===== src/rtl/glue_pkg.sv =====
package glue_pkg;
  localparam int NREG = 4;
  localparam int RG_ROM  = 0;
  localparam int RG_RAM  = 1;
  localparam int RG_UART = 2;
  localparam int RG_LED  = 3;

  // region tag = address bits above the 32 KB window
  function automatic logic [7:0] region_tag(input int idx);
    case (idx)
      RG_ROM:  region_tag = 8'h00;
      RG_RAM:  region_tag = 8'h1C;
      RG_UART: region_tag = 8'h1E;
      default: region_tag = 8'h1F;
    endcase
  endfunction
endpackage


===== src/rtl/addr_decoder.sv =====
module addr_decoder #(
  parameter int TAG_W = 5
) (
  input  logic [TAG_W-1:0]          tag,
  input  logic                      as_n,
  output logic [glue_pkg::NREG-1:0] hit
);
  for (genvar i = 0; i < glue_pkg::NREG; i++) begin : g_reg
    localparam logic [TAG_W-1:0] MATCH = TAG_W'(glue_pkg::region_tag(i));
    assign hit[i] = !as_n && (tag == MATCH);
  end
endmodule


===== src/rtl/wait_counter.sv =====
module wait_counter #(
  parameter int CNT_W     = 4,
  parameter int WAIT_CLKS = 3
) (
  input  logic clk,
  input  logic rst_n,
  input  logic slow_sel,
  output logic done
);
  localparam logic [CNT_W-1:0] TOP    = '1;
  localparam logic [CNT_W-1:0] PRESET = TOP - CNT_W'(WAIT_CLKS);

  logic [CNT_W-1:0] cnt;

  always_ff @(posedge clk or negedge rst_n) begin
    if (!rst_n)            cnt <= PRESET;
    else if (!slow_sel)    cnt <= PRESET;
    else if (cnt != TOP)   cnt <= cnt + 1'b1;
  end

  assign done = (cnt == TOP);
endmodule


===== src/rtl/led_latch.sv =====
module led_latch #(
  parameter int DATA_W = 8
) (
  input  logic              clk,
  input  logic              rst_n,
  input  logic              wr_en,
  input  logic [DATA_W-1:0] d,
  output logic [DATA_W-1:0] q
);
  always_ff @(posedge clk or negedge rst_n) begin
    if (!rst_n)     q <= '0;
    else if (wr_en) q <= d;
  end
endmodule


===== src/rtl/sysbus_glue.sv =====
module sysbus_glue #(
  parameter int ADDR_W    = 20,
  parameter int SPAN_W    = 15,
  parameter int DATA_W    = 8,
  parameter int CNT_W     = 4,
  parameter int WAIT_CLKS = 3
) (
  input  logic                     clk,
  input  logic                     rst_n,
  input  logic [ADDR_W-SPAN_W-1:0] a_hi,
  input  logic                     as_n,
  input  logic                     ds_n,
  input  logic                     rw,
  input  logic [DATA_W-1:0]        data_in,
  output logic                     rom_cs_n,
  output logic                     ram_cs_n,
  output logic                     uart_cs_n,
  output logic                     dtack_n,
  output logic [DATA_W-1:0]        led
);
  localparam int TAG_W = ADDR_W - SPAN_W;

  logic [glue_pkg::NREG-1:0] hit;
  logic                      wait_done;
  logic                      led_wr;

  addr_decoder #(.TAG_W(TAG_W)) u_dec (
    .tag (a_hi),
    .as_n(as_n),
    .hit (hit)
  );

  wait_counter #(.CNT_W(CNT_W), .WAIT_CLKS(WAIT_CLKS)) u_wait (
    .clk     (clk),
    .rst_n   (rst_n),
    .slow_sel(hit[glue_pkg::RG_UART]),
    .done    (wait_done)
  );

  assign led_wr = hit[glue_pkg::RG_LED] && !ds_n && !rw;

  led_latch #(.DATA_W(DATA_W)) u_led (
    .clk  (clk),
    .rst_n(rst_n),
    .wr_en(led_wr),
    .d    (data_in),
    .q    (led)
  );

  assign rom_cs_n  = !hit[glue_pkg::RG_ROM];
  assign ram_cs_n  = !hit[glue_pkg::RG_RAM];
  assign uart_cs_n = !hit[glue_pkg::RG_UART];

  always_comb begin
    if (as_n)                         dtack_n = 1'b1;
    else if (hit[glue_pkg::RG_UART])  dtack_n = !wait_done;
    else                              dtack_n = 1'b0;
  end
endmodule


===== config.mk =====
export PLATFORM = sky130hd
export DESIGN_NAME = sysbus_glue
export DESIGN_NICKNAME = d
export VERILOG_FILES = /design/src/rtl/glue_pkg.sv /design/src/rtl/addr_decoder.sv /design/src/rtl/wait_counter.sv /design/src/rtl/led_latch.sv /design/src/rtl/sysbus_glue.sv
export SDC_FILE = /design/constraint.sdc
export NUM_CORES = 1
export LEC_CHECK = 0
export BUFFER_PORTS_ARGS = -buffer_cell sky130_fd_sc_hd__buf_2
export CAP_MARGIN = 20
export CELL_PAD_IN_SITES_DETAIL_PLACEMENT = 1
export CELL_PAD_IN_SITES_GLOBAL_PLACEMENT = 2
export CORE_ASPECT_RATIO = 1.75
export CORE_UTILIZATION = 24
export DETAILED_ROUTE_END_ITERATION = 7
export PLACE_DENSITY_LB_ADDON = 0.1
export SYNTH_ARGS = -nofsm -noshare
export SYNTH_HDL_FRONTEND = slang
export SYNTH_SLANG_ARGS = --single-unit

===== constraint.sdc =====
create_clock -name clk -period 1.65 [get_ports clk]
set_clock_uncertainty 0.1 [all_clocks]
set_input_delay 0.4125 -clock clk [delete_from_list [all_inputs] [get_ports clk]]
set_output_delay 0.4125 -clock clk [all_outputs]
set_load 0.02 [all_outputs]

## Word-level counts from Yosys, hierarchy flattened

Cells that the tools add are included.

- Flip-flop bits (word level): 12
- Bits in latches: 0
- Bits in writable memories: 0
- Bits in read-only memories: 0
- Input bits: 18
- Output and inout bits: 12
- Memories: 0

- Add/sub/neg operators: 1
- Multipliers: 0
- Div/mod/pow operators: 0
- Magnitude comparators: 0
- Equality and inequality tests: 6
- Shift operators: 0
- Muxes and demuxes: 4
- Bitwise gates (word level): 0
- Reductions and logical operators: 14

Operators by type and width:

| kind | count |
|---|---|
| $eq 5x5->1 const B | 3 |
| $mux 4 | 2 |
| $logic_not 1->1 | 7 |
| $logic_and 1x1->1 | 6 |
| $logic_not 5->1 | 1 |
| $add 4x1->4 const B | 1 |
| $eq 4x4->1 const B | 1 |
| $ne 4x4->1 const B | 1 |
| $mux 1 | 2 |
| $ne 2x2->1 const B | 1 |

## Logic depth before layout (Yosys ltp)

Gate-level depths: netlist (run 1).

- Depth in word-level cells: 4
- Depth in mapped cells: 4
- Depth with buffers taken out: 4

## Hierarchy

Synthesis (run 1) repeated with hierarchy kept, for this count alone.

- Cells, all modules: 49
- Area, all modules: 634.4 µm²

Modules (own cells, without submodules):

| module | times used | cells each | area an instance (µm²) | seq. area each (µm²) |
|---|---|---|---|---|
| led_latch | 1 | 17 | 331.6 | 200.2 |
| wait_counter | 1 | 20 | 221.5 | 102.6 |
| addr_decoder | 1 | 7 | 46.3 | 0.0 |
| sysbus_glue | 1 | 5 | 35.0 | 0.0 |

## Worst setup path before layout (run 1)

Ideal clock, no wire load.

- Path kind: input-to-reg
- Start point: in ds_n
- End point: reg u_led.q[0]
- Data arrival time: 1.427 ns
- Required time: 1.425 ns
- Slack: -0.002 ns
- Stages: 3
- Cells stage by stage: nand3b_1 -> nor4b_4 -> mux2_2

- Longest elaborated chain between the ends: 3

RTL lines:

| item | line | RTL |
|---|---|---|
| start, declared | sysbus_glue.sv:12 | `input logic ds_n,` |
| $logic_not 1->1 | sysbus_glue.sv:40 | `assign led_wr = hit[glue_pkg::RG_LED] && !ds_n && !rw;` |
| $logic_and 1x1->1 (2 in a row) | sysbus_glue.sv:40 |  |
| end signal, assigned | led_latch.sv:11 | `if (!rst_n) q <= '0;` |
| end signal, assigned | led_latch.sv:12 | `else if (wr_en) q <= d;` |
| end, declared | led_latch.sv:8 | `output logic [DATA_W-1:0] q` |

Every way passes these cells.
A chain may end at the register's enable or synchronous reset.

## Worst setup path after layout (run 1)

- Start point: reg u_wait.cnt[2]
- End point: out dtack_n

- Longest elaborated chain between the ends: 4

RTL lines:

| item | line | RTL |
|---|---|---|
| start, declared | wait_counter.sv:13 | `logic [CNT_W-1:0] cnt;` |
| start signal, assigned | wait_counter.sv:18 | `else if (cnt != TOP) cnt <= cnt + 1'b1;` |
| $eq 4x4->1 | wait_counter.sv:21 | `assign done = (cnt == TOP);` |
| $logic_not 1->1 | sysbus_glue.sv:56 | `else if (hit[glue_pkg::RG_UART]) dtack_n = !wait_done;` |
| $mux 1 | sysbus_glue.sv:56 |  |
| $mux 1 | sysbus_glue.sv:55 | `if (as_n) dtack_n = 1'b1;` |
| end, declared | sysbus_glue.sv:18 | `output logic dtack_n,` |

Every way passes these cells.

==> qor.yml, run 1 <==
sta:
  period_share: 1.04
  finalSetupViolations: 1
  relSlewSlack: 0.816
  fmax_mhz: 581
  setup_slack_ns: -0.0725
  worst_pin_slew_ns: 0.274
  hold_ws_ns: 0.263
  fin_setup_tns_ns: -0.0725
  hold_viol: 0
  maxSlewViolCount: 0
  period_needed_ns: 1.72
  rsz0062_at_grt: "true"
yosys:
  synth-xor-area-share: 0.0158
  ys_warn_count: 0
  synth_top_family_by_area: "simple AND/OR/NAND/NOR gates"
  synth.distinct_cells: 18
  synth_mux_area_frac: 0.181
  syn-cell-area_um2: 553
  avgSynthCellArea_um2: 12.3
  synth_compound_area_frac: 0.0430
  synth_nets: 64
  ys_seq_area_frac: 0.548
  synth-adder-area-share: 0.0226
  syn_inst: 45
  synth_seq_cells: 12
  yosys.area_share.simple: 0.183
critical_path:
  arrival_ns: 1.21
  rrSetupSlack_ns: 0.33
  crit_required_ns: 1.14
  r2r_end: "u_wait.cnt[2]$_DFFE_PN1P_"
  worstSetupPathType: "reg2out"
  reg2reg_depth: 6
  crit_path_max_fanout: 2
  end_kind: "primary output"
  reg2reg_from: "u_wait.cnt[0]$_DFFE_PN0P_"
  worstSetupStartpointType: "register"
global_route:
  grt_pass1_vias: 618
  antenna_found_initial: 0
  grt_max_degree: 13
  grt-ovfl-total: 0
  grt_pass1_wl_um: 2500
  grt_use_total: 0.141
pwr:
  p_clk_frac: 0.358
  ir_drop_v: 0.000347
  powerDensity_mw_per_mm2: 717
  p_sw_mw: 0.160
  p_int_mw: 0.493
  combPwrFrac: 0.155
  p_leak_nw: 0.475
  pwr-share-seq: 0.487
  swShare: 0.245
clocking:
  htreeDepth: 1
  clockBufferDepth: 2
  root_buffer: "clkbuf_4"
  cts_buffers: 3
  clk_pin_slew_ns: 0.08
  cts_tree: "yes"
  cts_sinks: 12
  clock_latency_ns: 0.27
final_layout:
  fin_cells: 116
  num-fill-cells: 255
  mostFrequentLayoutCells: "buf_2, buf_4, dfrtp_1"
  n_antenna_cell: 0
  drive_gt1_frac: 0.663
  fin_area_um2: 911
  final_common_cell: "buf_2"
  areaGrowthSynthToFinish_pct: 64.7
  fin_nets: 112
worst_hold_path:
  hp-class: "in2reg"
  min_to: "u_led.q[6]$_DFFE_PN0P_"
  min-delay-start: "data_in[6]"
  min_path_cells: 2
placed_design:
  placed_cell_area_um2: 781
  dp_hpwl_um: 1090
  dp.cells: 105
  place_ws_ns: -0.102
  gp_congestion: 0.669
  io_buffers: 29
detailed_routing:
  wl_met2_um: 844
  wl_um: 1420
  vias: 538
  antenna_left: 0
  via_per_inst: 4.64
  met3_length_um: 60
  wl_per_cell_um: 12.2
  drtIter0Drc: 0
  firstDrtPassIters: 1
  route.detailed.drc: 0
  wl_met1_um: 493
  top_layer: "met4"
floorplanning:
  rows: 22
  coreArea_mm2: 0.00215
  die_h_um: 65.5
  initial_core_util: 0.258
  die_width_um: 38.3
  fp.dieArea_mm2: 0.00251
  io_pins: 30
job:
  maxCapViolations: 0
outcome:
  status: "finished, violations left"
  violations: "setup timing"
## power by group through the flow
stage,combinational (mW),clock (mW),sequential (mW)
3_5_place_dp,0.0981,0,0.323
6_report,0.101,0.234,0.318
2_1_floorplan,0.0243,0,0.344
5_1_grt,0.110,0.255,0.320
4_1_cts,0.102,0.248,0.318
3_3_place_gp,0.0974,0,0.323
## how the worst max path moves through the flow
stage | start | to | slack, ns | cells after the start
CTS | u_wait.cnt[0]$_DFFE_PN0P_ | dtack_n | -0.11 | 4
global placement | ds_n | u_led.q[3]$_DFFE_PN0P_ | -0.07 | 5
detailed placement | ds_n | u_led.q[7]$_DFFE_PN0P_ | -0.10 | 5
finish | u_wait.cnt[2]$_DFFE_PN1P_ | dtack_n | -0.07 | 3
global route | u_wait.cnt[0]$_DFFE_PN0P_ | dtack_n | -0.15 | 4
floorplan | ds_n | u_led.q[0]$_DFFE_PN0P_ | -0.002 | 3
## per-layer routing
| layer | up-vias | global-route usage |
|---|---|---|
| met4 | 0 | 0.0670 |
| met2 | 18 | 0.261 |
| met1 | 263 | 0.144 |
| li1 | 254 | - |
| met3 | 3 | 0.0203 |
| met5 | - | 0 |
## cell families (layout without fill, tap and decap cells)
kind of cell	count (synthesis)	count (layout)
AND/OR/NAND/NOR	17	17
flip-flops	12	12
multiplexers	9	9
AO/OA/AOI/OAI	4	4
adder cells (fa/ha/maj)	1	1
XOR/XNOR	1	1
buffers and inverters	1	48
## sequential cells by signal, summed over array words and instances, names as in the netlist
name	count
u_led.q	8
u_wait.cnt	4
## synth_stat cells
cell / instances / area share
dfrtp_1: 10 / 0.45
mux2_2: 8 / 0.16
nor2_1: 5 / 0.034
nand2_1: 3 / 0.020
and3_1: 2 / 0.023
dfstp_2: 2 / 0.095
nand3_1: 2 / 0.018
nor3_1: 2 / 0.018
o21ai_0: 2 / 0.018
a21o_1: 1 / 0.014
a31oi_1: 1 / 0.011
ha_1: 1 / 0.023
inv_1: 1 / 0.0068
mux2i_1: 1 / 0.018
nand3b_1: 1 / 0.014
nor3b_1: 1 / 0.014
nor4b_4: 1 / 0.043
xnor2_1: 1 / 0.016
## worst max-delay path, cell delays in order, from the launching register on
cell     delay [ns]
dfstp_2        0.56
nand3_4        0.08
a21o_1         0.17
buf_6          0.13
## per-stage QoR
stage | util | power [mW]
after floorplan | - | 0.368
after global placement | 0.364 | 0.421
after detailed placement | 0.364 | 0.422
after CTS | 0.410 | 0.668
after global routing | 0.424 | 0.686
final | 0.424 | 0.653
## timing repair
action,in CTS,in global routing
gates resized for setup,6,3
hold buffers,1,0
setup buffers,5,1
pin swaps,3,0
hold endpoints to repair,10,0
gates cloned,0,0
setup endpoints to repair,2,2
## final cells by class
type / count / area (um^2) / area share
clock buffer: 4 / 36.3 / 0.0398
inverter: 1 / 3.75 / 0.00412
multi-input combinational: 32 / 277 / 0.304
sequential: 12 / 303 / 0.332
tap: 24 / 30.0 / 0.0330
timing repair buffer: 43 / 262 / 0.287
(Power assumes the default switching activity.)
==> run 2, diff against run 1 <==
- RECOVER_POWER: not set -> 25
==> qor.yml, run 2 (synthesized netlist as in run 1, its figures left out) <==
sta:
  hold_ws_ns: 0.263  # unchanged
  fmax_mhz: 581  # unchanged
  period_share: 1.04  # about the same
  period_needed_ns: 1.72  # +0.000000100 ns
  worst_pin_slew_ns: 0.633  # +0.359 ns
  fin_setup_tns_ns: -0.0725  # -0.000000100 ns
  finalSetupViolations: 1  # unchanged
  hold_viol: 0  # unchanged
  maxSlewViolCount: 0  # unchanged
  rsz0062_at_grt: "true"
  relSlewSlack: 0.578  # -0.238
  setup_slack_ns: -0.0725  # -0.000000100 ns
pwr:
  p_int_mw: 0.492  # about the same
  ir_drop_v: 0.000347  # about the same
  total_power_mw: 0.653  # about the same
  combPwrFrac: 0.155  # about the same
  pwr-share-seq: 0.487  # about the same
  p_clk_frac: 0.358  # about the same
  swShare: 0.246  # about the same
  p_leak_nw: 0.472  # -0.58%
  p_sw_mw: 0.160  # about the same
  powerDensity_mw_per_mm2: 717  # about the same
detailed_routing:
  wl_met1_um: 493  # unchanged
  wl_um: 1420  # unchanged
  via_per_inst: 4.64  # unchanged
  met3_length_um: 60  # unchanged
  wl_met2_um: 844  # unchanged
  vias: 538  # unchanged
  top_layer: "met4"
  drtIter0Drc: 0  # unchanged
  antenna_left: 0  # unchanged
  route.detailed.drc: 0  # unchanged
  firstDrtPassIters: 1  # unchanged
  wl_per_cell_um: 12.2  # unchanged
critical_path:
  worstSetupPathType: "reg2out"
  path_cells: "nand3_4 -> a21o_1 -> buf_6"
  cp_slowest_cell: "dfstp_2"
  crit_required_ns: 1.14  # about the same
  crit_path_max_fanout: 2  # unchanged
  slowest_delay_ns: 0.56  # about the same
  end_kind: "primary output"
  worstSetupStartpointType: "register"
  arrival_ns: 1.21  # about the same
job:
  maxCapViolations: 0  # unchanged
global_route:
  grt_pass1_vias: 618  # unchanged
  grt_use_total: 0.141  # unchanged
  antenna_found_initial: 0  # unchanged
  grt-ovfl-total: 0  # unchanged
  grt_pass1_wl_um: 2500  # unchanged
  grt_max_degree: 13  # unchanged
floorplanning:
  die_h_um: 65.5  # unchanged
  initial_core_util: 0.258  # unchanged
  rows: 22  # unchanged
  die_width_um: 38.3  # unchanged
  fp.dieArea_mm2: 0.00251  # unchanged
  coreArea_mm2: 0.00215  # unchanged
  io_pins: 30  # unchanged
worst_hold_path:
  hp-class: "in2reg"
placed_design:
  dp_hpwl_um: 1090  # unchanged
  io_buffers: 29  # unchanged
  gp_congestion: 0.669  # unchanged
final_layout:
  reg_top3: "u_led.q: 8 flops, u_wait.cnt: 4 flops"
  n_antenna_cell: 0  # unchanged
  areaGrowthSynthToFinish_pct: 64.5
  largest_register_ffs: 8  # unchanged
  final_common_cell: "buf_2"
  top_register: "u_led.q"
  num-fill-cells: 256  # +0.39%
  drive_gt1_frac: 0.652  # -0.0109
  fin_nets: 112  # unchanged
  mostFrequentLayoutCells: "buf_2, buf_4, dfrtp_1"
clocking:
  clock_latency_ns: 0.27  # about the same
  clk_pin_slew_ns: 0.08  # about the same
  root_buffer: "clkbuf_4"
  cts_tree: "yes"
  cts_buffers: 3  # unchanged
  cts_sinks: 12  # unchanged
  clockBufferDepth: 2  # unchanged
  htreeDepth: 1  # unchanged
outcome:
  status: "finished, violations left"
  violations: "setup timing"
## run 2: final timing paths
| path | from | end | slack [ns] | cells past startpoint |
|---|---|---|---|---|
| max | u_wait.cnt[2]$_DFFE_PN1P_ | dtack_n | -0.07 | 3 |
| min | data_in[6] | u_led.q[6]$_DFFE_PN0P_ | 0.26 | 2 |
| max reg2reg | u_wait.cnt[0]$_DFFE_PN0P_ | u_wait.cnt[2]$_DFFE_PN1P_ | 0.33 | 6 |
| min reg2reg | u_led.q[0]$_DFFE_PN0P_ | u_led.q[0]$_DFFE_PN0P_ | 0.41 | 1 |
| max in group asynchronous | rst_n | u_led.q[2]$_DFFE_PN0P_ | 0.48 | 2 |
| min in group asynchronous | rst_n | u_led.q[1]$_DFFE_PN0P_ | 0.56 | 2 |
## run 2: layer usage
| layer | track usage | vias to the layer above |
|---|---|---|
| met2 | 0.261 | 18 |
| li1 | - | 254 |
| met3 | 0.0203 | 3 |
| met4 | 0.0670 | 0 |
| met5 | 0 | - |
| met1 | 0.144 | 263 |
## run 2: what timing repair did
item | CTS | global route
hold buffers | 1 | 0
gates resized for setup | 6 | 3
pin swaps | 3 | 0
buffers inserted | 5 | 1
setup endpoints to repair | 2 | 2
endpoints found under the hold margin | 10 | 0
gates cloned | 0 | 0
## run 2: final cells by class
| type | count | area [um^2] | area share |
|---|---|---|---|
| repair buffers | 43 | 260 | 0.286 |
| flip-flops and latches | 12 | 303 | 0.333 |
| well taps | 24 | 30.0 | 0.0330 |
| multi-input cells | 32 | 277 | 0.304 |
| inverters | 1 | 3.75 | 0.00413 |
| clock buffers | 4 | 36.3 | 0.0399 |
## run 2: stage by stage
step                       util  setup slack (ns)  cell area [um^2]  cells
after CTS                 0.410            -0.109               881    115
after floorplan               -          -0.00226               553     45
after global routing      0.424            -0.147               910    116
after detailed placement  0.364            -0.102               781    105
after global placement    0.364           -0.0742               781    105
final                     0.424           -0.0725               910    116
## run 2: power groups by stage
| stage | Sequential, mW | Combinational, mW | Clock, mW |
|---|---|---|---|
| finish | 0.318 | 0.101 | 0.234 |
| CTS | 0.318 | 0.102 | 0.248 |
| detailed placement | 0.323 | 0.0981 | 0 |
| floorplan | 0.344 | 0.0243 | 0 |
| global placement | 0.323 | 0.0974 | 0 |
| global route | 0.320 | 0.110 | 0.255 |
## run 2: worst max-delay path, delay by kind of cell (launching register included)
kind                   cells  cell delay, ns
buffers and inverters      1            0.13
AO/OA/AOI/OAI              1            0.17
AND/OR/NAND/NOR            1            0.08
flip-flops                 1            0.56
==> run 3, diff against run 2 <==
- ABC_AREA: not set -> 1
- CORE_ASPECT_RATIO: 1.75 -> not set
- RECOVER_POWER: 25 -> 50
==> qor.yml, run 3 <==
yosys:
  syn_inst: 75  # +67%
  synth_seq_cells: 12  # unchanged
  synth.distinct_cells: 18  # unchanged
  synth_common_cells: "nand2_1, nand3_1, dfrtp_1"
  synth-xor-area-share: 0.0137  # -0.00214
  synth_top_area_frac: 0.391  # -0.0611
  synth_top_family_by_area: "simple AND/OR/NAND/NOR gates"
  synthArstFlopShare: 1.00  # unchanged
  yosys.area_share.simple: 0.421  # +0.237
  synth-adder-area-share: 0.0196  # -0.00305
  synth_nets: 94  # +47%
  ys_seq_area_frac: 0.474  # -0.0739
  ys_warn_count: 0  # unchanged
  synth-main-ff-cell: "dfrtp_1"
  avgSynthCellArea_um2: 8.52  # -31%
  yosys-top-cells-area: "dfrtp_1, nand2_1, nand3_1"
  synth_mux_area_frac: 0  # -0.181
  synthMostInstantiatedCell: "nand2_1"
  synth-edff-count: 0  # unchanged
  synth_compound_area_frac: 0.00783  # -0.0352
  synth.largest_area_cell: "dfrtp_1"
  syn-cell-area_um2: 639  # +16%
global_route:
  grt_pass1_wl_um: 2500  # unchanged
  grt_use_total: 0.124  # -0.0174
  grt-ovfl-total: 0  # unchanged
  grt_max_degree: 13  # unchanged
  antenna_found_initial: 0  # unchanged
  grt_pass1_vias: 578  # -6.5%
floorplanning:
  initial_core_util: 0.256  # -0.00182
  coreArea_mm2: 0.00250  # +16%
  die_width_um: 53.6  # +40%
  io_pins: 30  # unchanged
  die_h_um: 53.6  # -18%
  rows: 18  # -18%
  fp.dieArea_mm2: 0.00287  # +15%
detailed_routing:
  vias: 654  # +22%
  drtIter0Drc: 6  # +6
  wl_um: 1570  # +10%
  route.detailed.drc: 0  # unchanged
  firstDrtPassIters: 2  # +1
  wl_per_cell_um: 10.7  # -12%
  via_per_inst: 4.48  # -3.4%
  antenna_left: 0  # unchanged
critical_path:
  arrival_ns: 1.20  # about the same
  crit_path_max_fanout: 2  # unchanged
  end_kind: "primary output"
  crit_required_ns: 1.14  # about the same
  worstSetupStartpointType: "register"
  worstSetupPathType: "reg2out"
final_layout:
  fin_nets: 136  # +21%
  final_common_cell: "buf_2"
  fin_util: 0.369  # -0.0548
  drive_gt1_frac: 0.440  # -0.213
  areaGrowthSynthToFinish_pct: 44.2
  n_antenna_cell: 0  # unchanged
  top_register: "u_led.q"
  reg_top3: "u_led.q: 8 flops, u_wait.cnt: 4 flops"
  largest_register_ffs: 8  # unchanged
  mostFrequentLayoutCells: "buf_2, nand2_1, nand3_1"
sta:
  fmax_mhz: 585  # +0.79%
  rsz0062_at_grt: "true"
  period_needed_ns: 1.71  # -0.0135 ns
  relSlewSlack: 0.575  # -0.00284
  setup_slack_ns: -0.0591  # +0.0135 ns
  worst_pin_slew_ns: 0.637  # +0.00427 ns
  hold_viol: 0  # unchanged
  hold_ws_ns: 0.274  # +0.0104 ns
  maxSlewViolCount: 0  # unchanged
  fin_setup_tns_ns: -0.0591  # +0.0135 ns
  finalSetupViolations: 1  # unchanged
  period_share: 1.04  # -0.00817
placed_design:
  dp_hpwl_um: 1220  # +12%
  io_buffers: 29  # unchanged
  gp_congestion: 0.722  # +8.0%
pwr:
  ir_drop_v: 0.000340  # -2.0%
  powerDensity_mw_per_mm2: 665  # -7.2%
  p_leak_nw: 0.513  # +8.8%
clocking:
  clk_pin_slew_ns: 0.07  # about the same
  cts_tree: "yes"
  clock_latency_ns: 0.26  # about the same
  cts_buffers: 3  # unchanged
  cts_sinks: 12  # unchanged
  htreeDepth: 1  # unchanged
  clockBufferDepth: 2  # unchanged
  root_buffer: "clkbuf_4"
job:
  maxCapViolations: 0  # unchanged
outcome:
  violations: "setup timing"
  status: "finished, violations left"
worst_hold_path:
  hp-class: "in2reg"
run 3: cell type report:
type,count,area (um^2)
fill,317,1580
multi-input combinational,56,314
sequential,12,303
inverter,5,18.8
clock buffer,4,26.3
tap,30,37.5
timing repair buffer,39,223
run 3: metrics by stage:
stage	setup slack, ns	cells	area, um^2	power (mW)
floorplan	0.0770	75	643	0.381
global placement	0.0436	139	856	0.434
detailed placement	0.0201	139	856	0.437
CTS	-0.0745	145	923	0.633
global route	-0.147	146	922	0.655
finish	-0.0591	146	922	0.614
run 3: cells by family after synthesis:
logic type               Yosys count
AO/OA/AOI/OAI                      1
adder cells (fa/ha/maj)            1
buffers and inverters              7
AND/OR/NAND/NOR                   53
XOR/XNOR                           1
flip-flops                        12
run 3: what timing repair did:
item,4_1_cts,5_1_grt
setup buffers,1,1
gates cloned,0,0
hold endpoints to repair,10,0
hold buffers,1,0
gates resized for setup,6,2
endpoints found under the setup margin,1,1
pin swaps,3,1
run 3: where the power goes:
part           switching (mW)  internal (mW)  total, mW
clock network          0.0920         0.0935      0.185
registers             0.00740          0.310      0.318
logic                  0.0660         0.0445      0.111
run 3: routing by layer:
metal  part of all wire  vias to the layer above  global-route usage
met4              0.020                        0              0.0526
met1               0.44                      299               0.144
met5                  0                        -                   0
met2               0.49                       20               0.210
li1                   -                      331                   -
met3              0.049                        4              0.0367
run 3: worst paths after layout:
path	from	slack [ns]	to	cells past startpoint
setup / recovery	u_wait.cnt[0]$_DFFE_PN0P_	-0.06	dtack_n	5
hold / removal	data_in[6]	0.27	u_led.q[6]$_DFFE_PN0P_	3
setup reg to reg	u_wait.cnt[2]$_DFFE_PN1P_	0.39	u_wait.cnt[0]$_DFFE_PN0P_	4
hold reg to reg	u_led.q[5]$_DFFE_PN0P_	0.37	u_led.q[5]$_DFFE_PN0P_	2
max in group asynchronous	rst_n	0.47	u_led.q[7]$_DFFE_PN0P_	2
min in group asynchronous	rst_n	0.57	u_led.q[4]$_DFFE_PN0P_	2
run 3: worst max-delay path, stage by stage (launching register included):
cell     delay, ns
dfrtp_1       0.41
ha_4          0.18
nand2_4       0.06
nor2_4        0.04
o21ai_2       0.11
buf_6         0.13
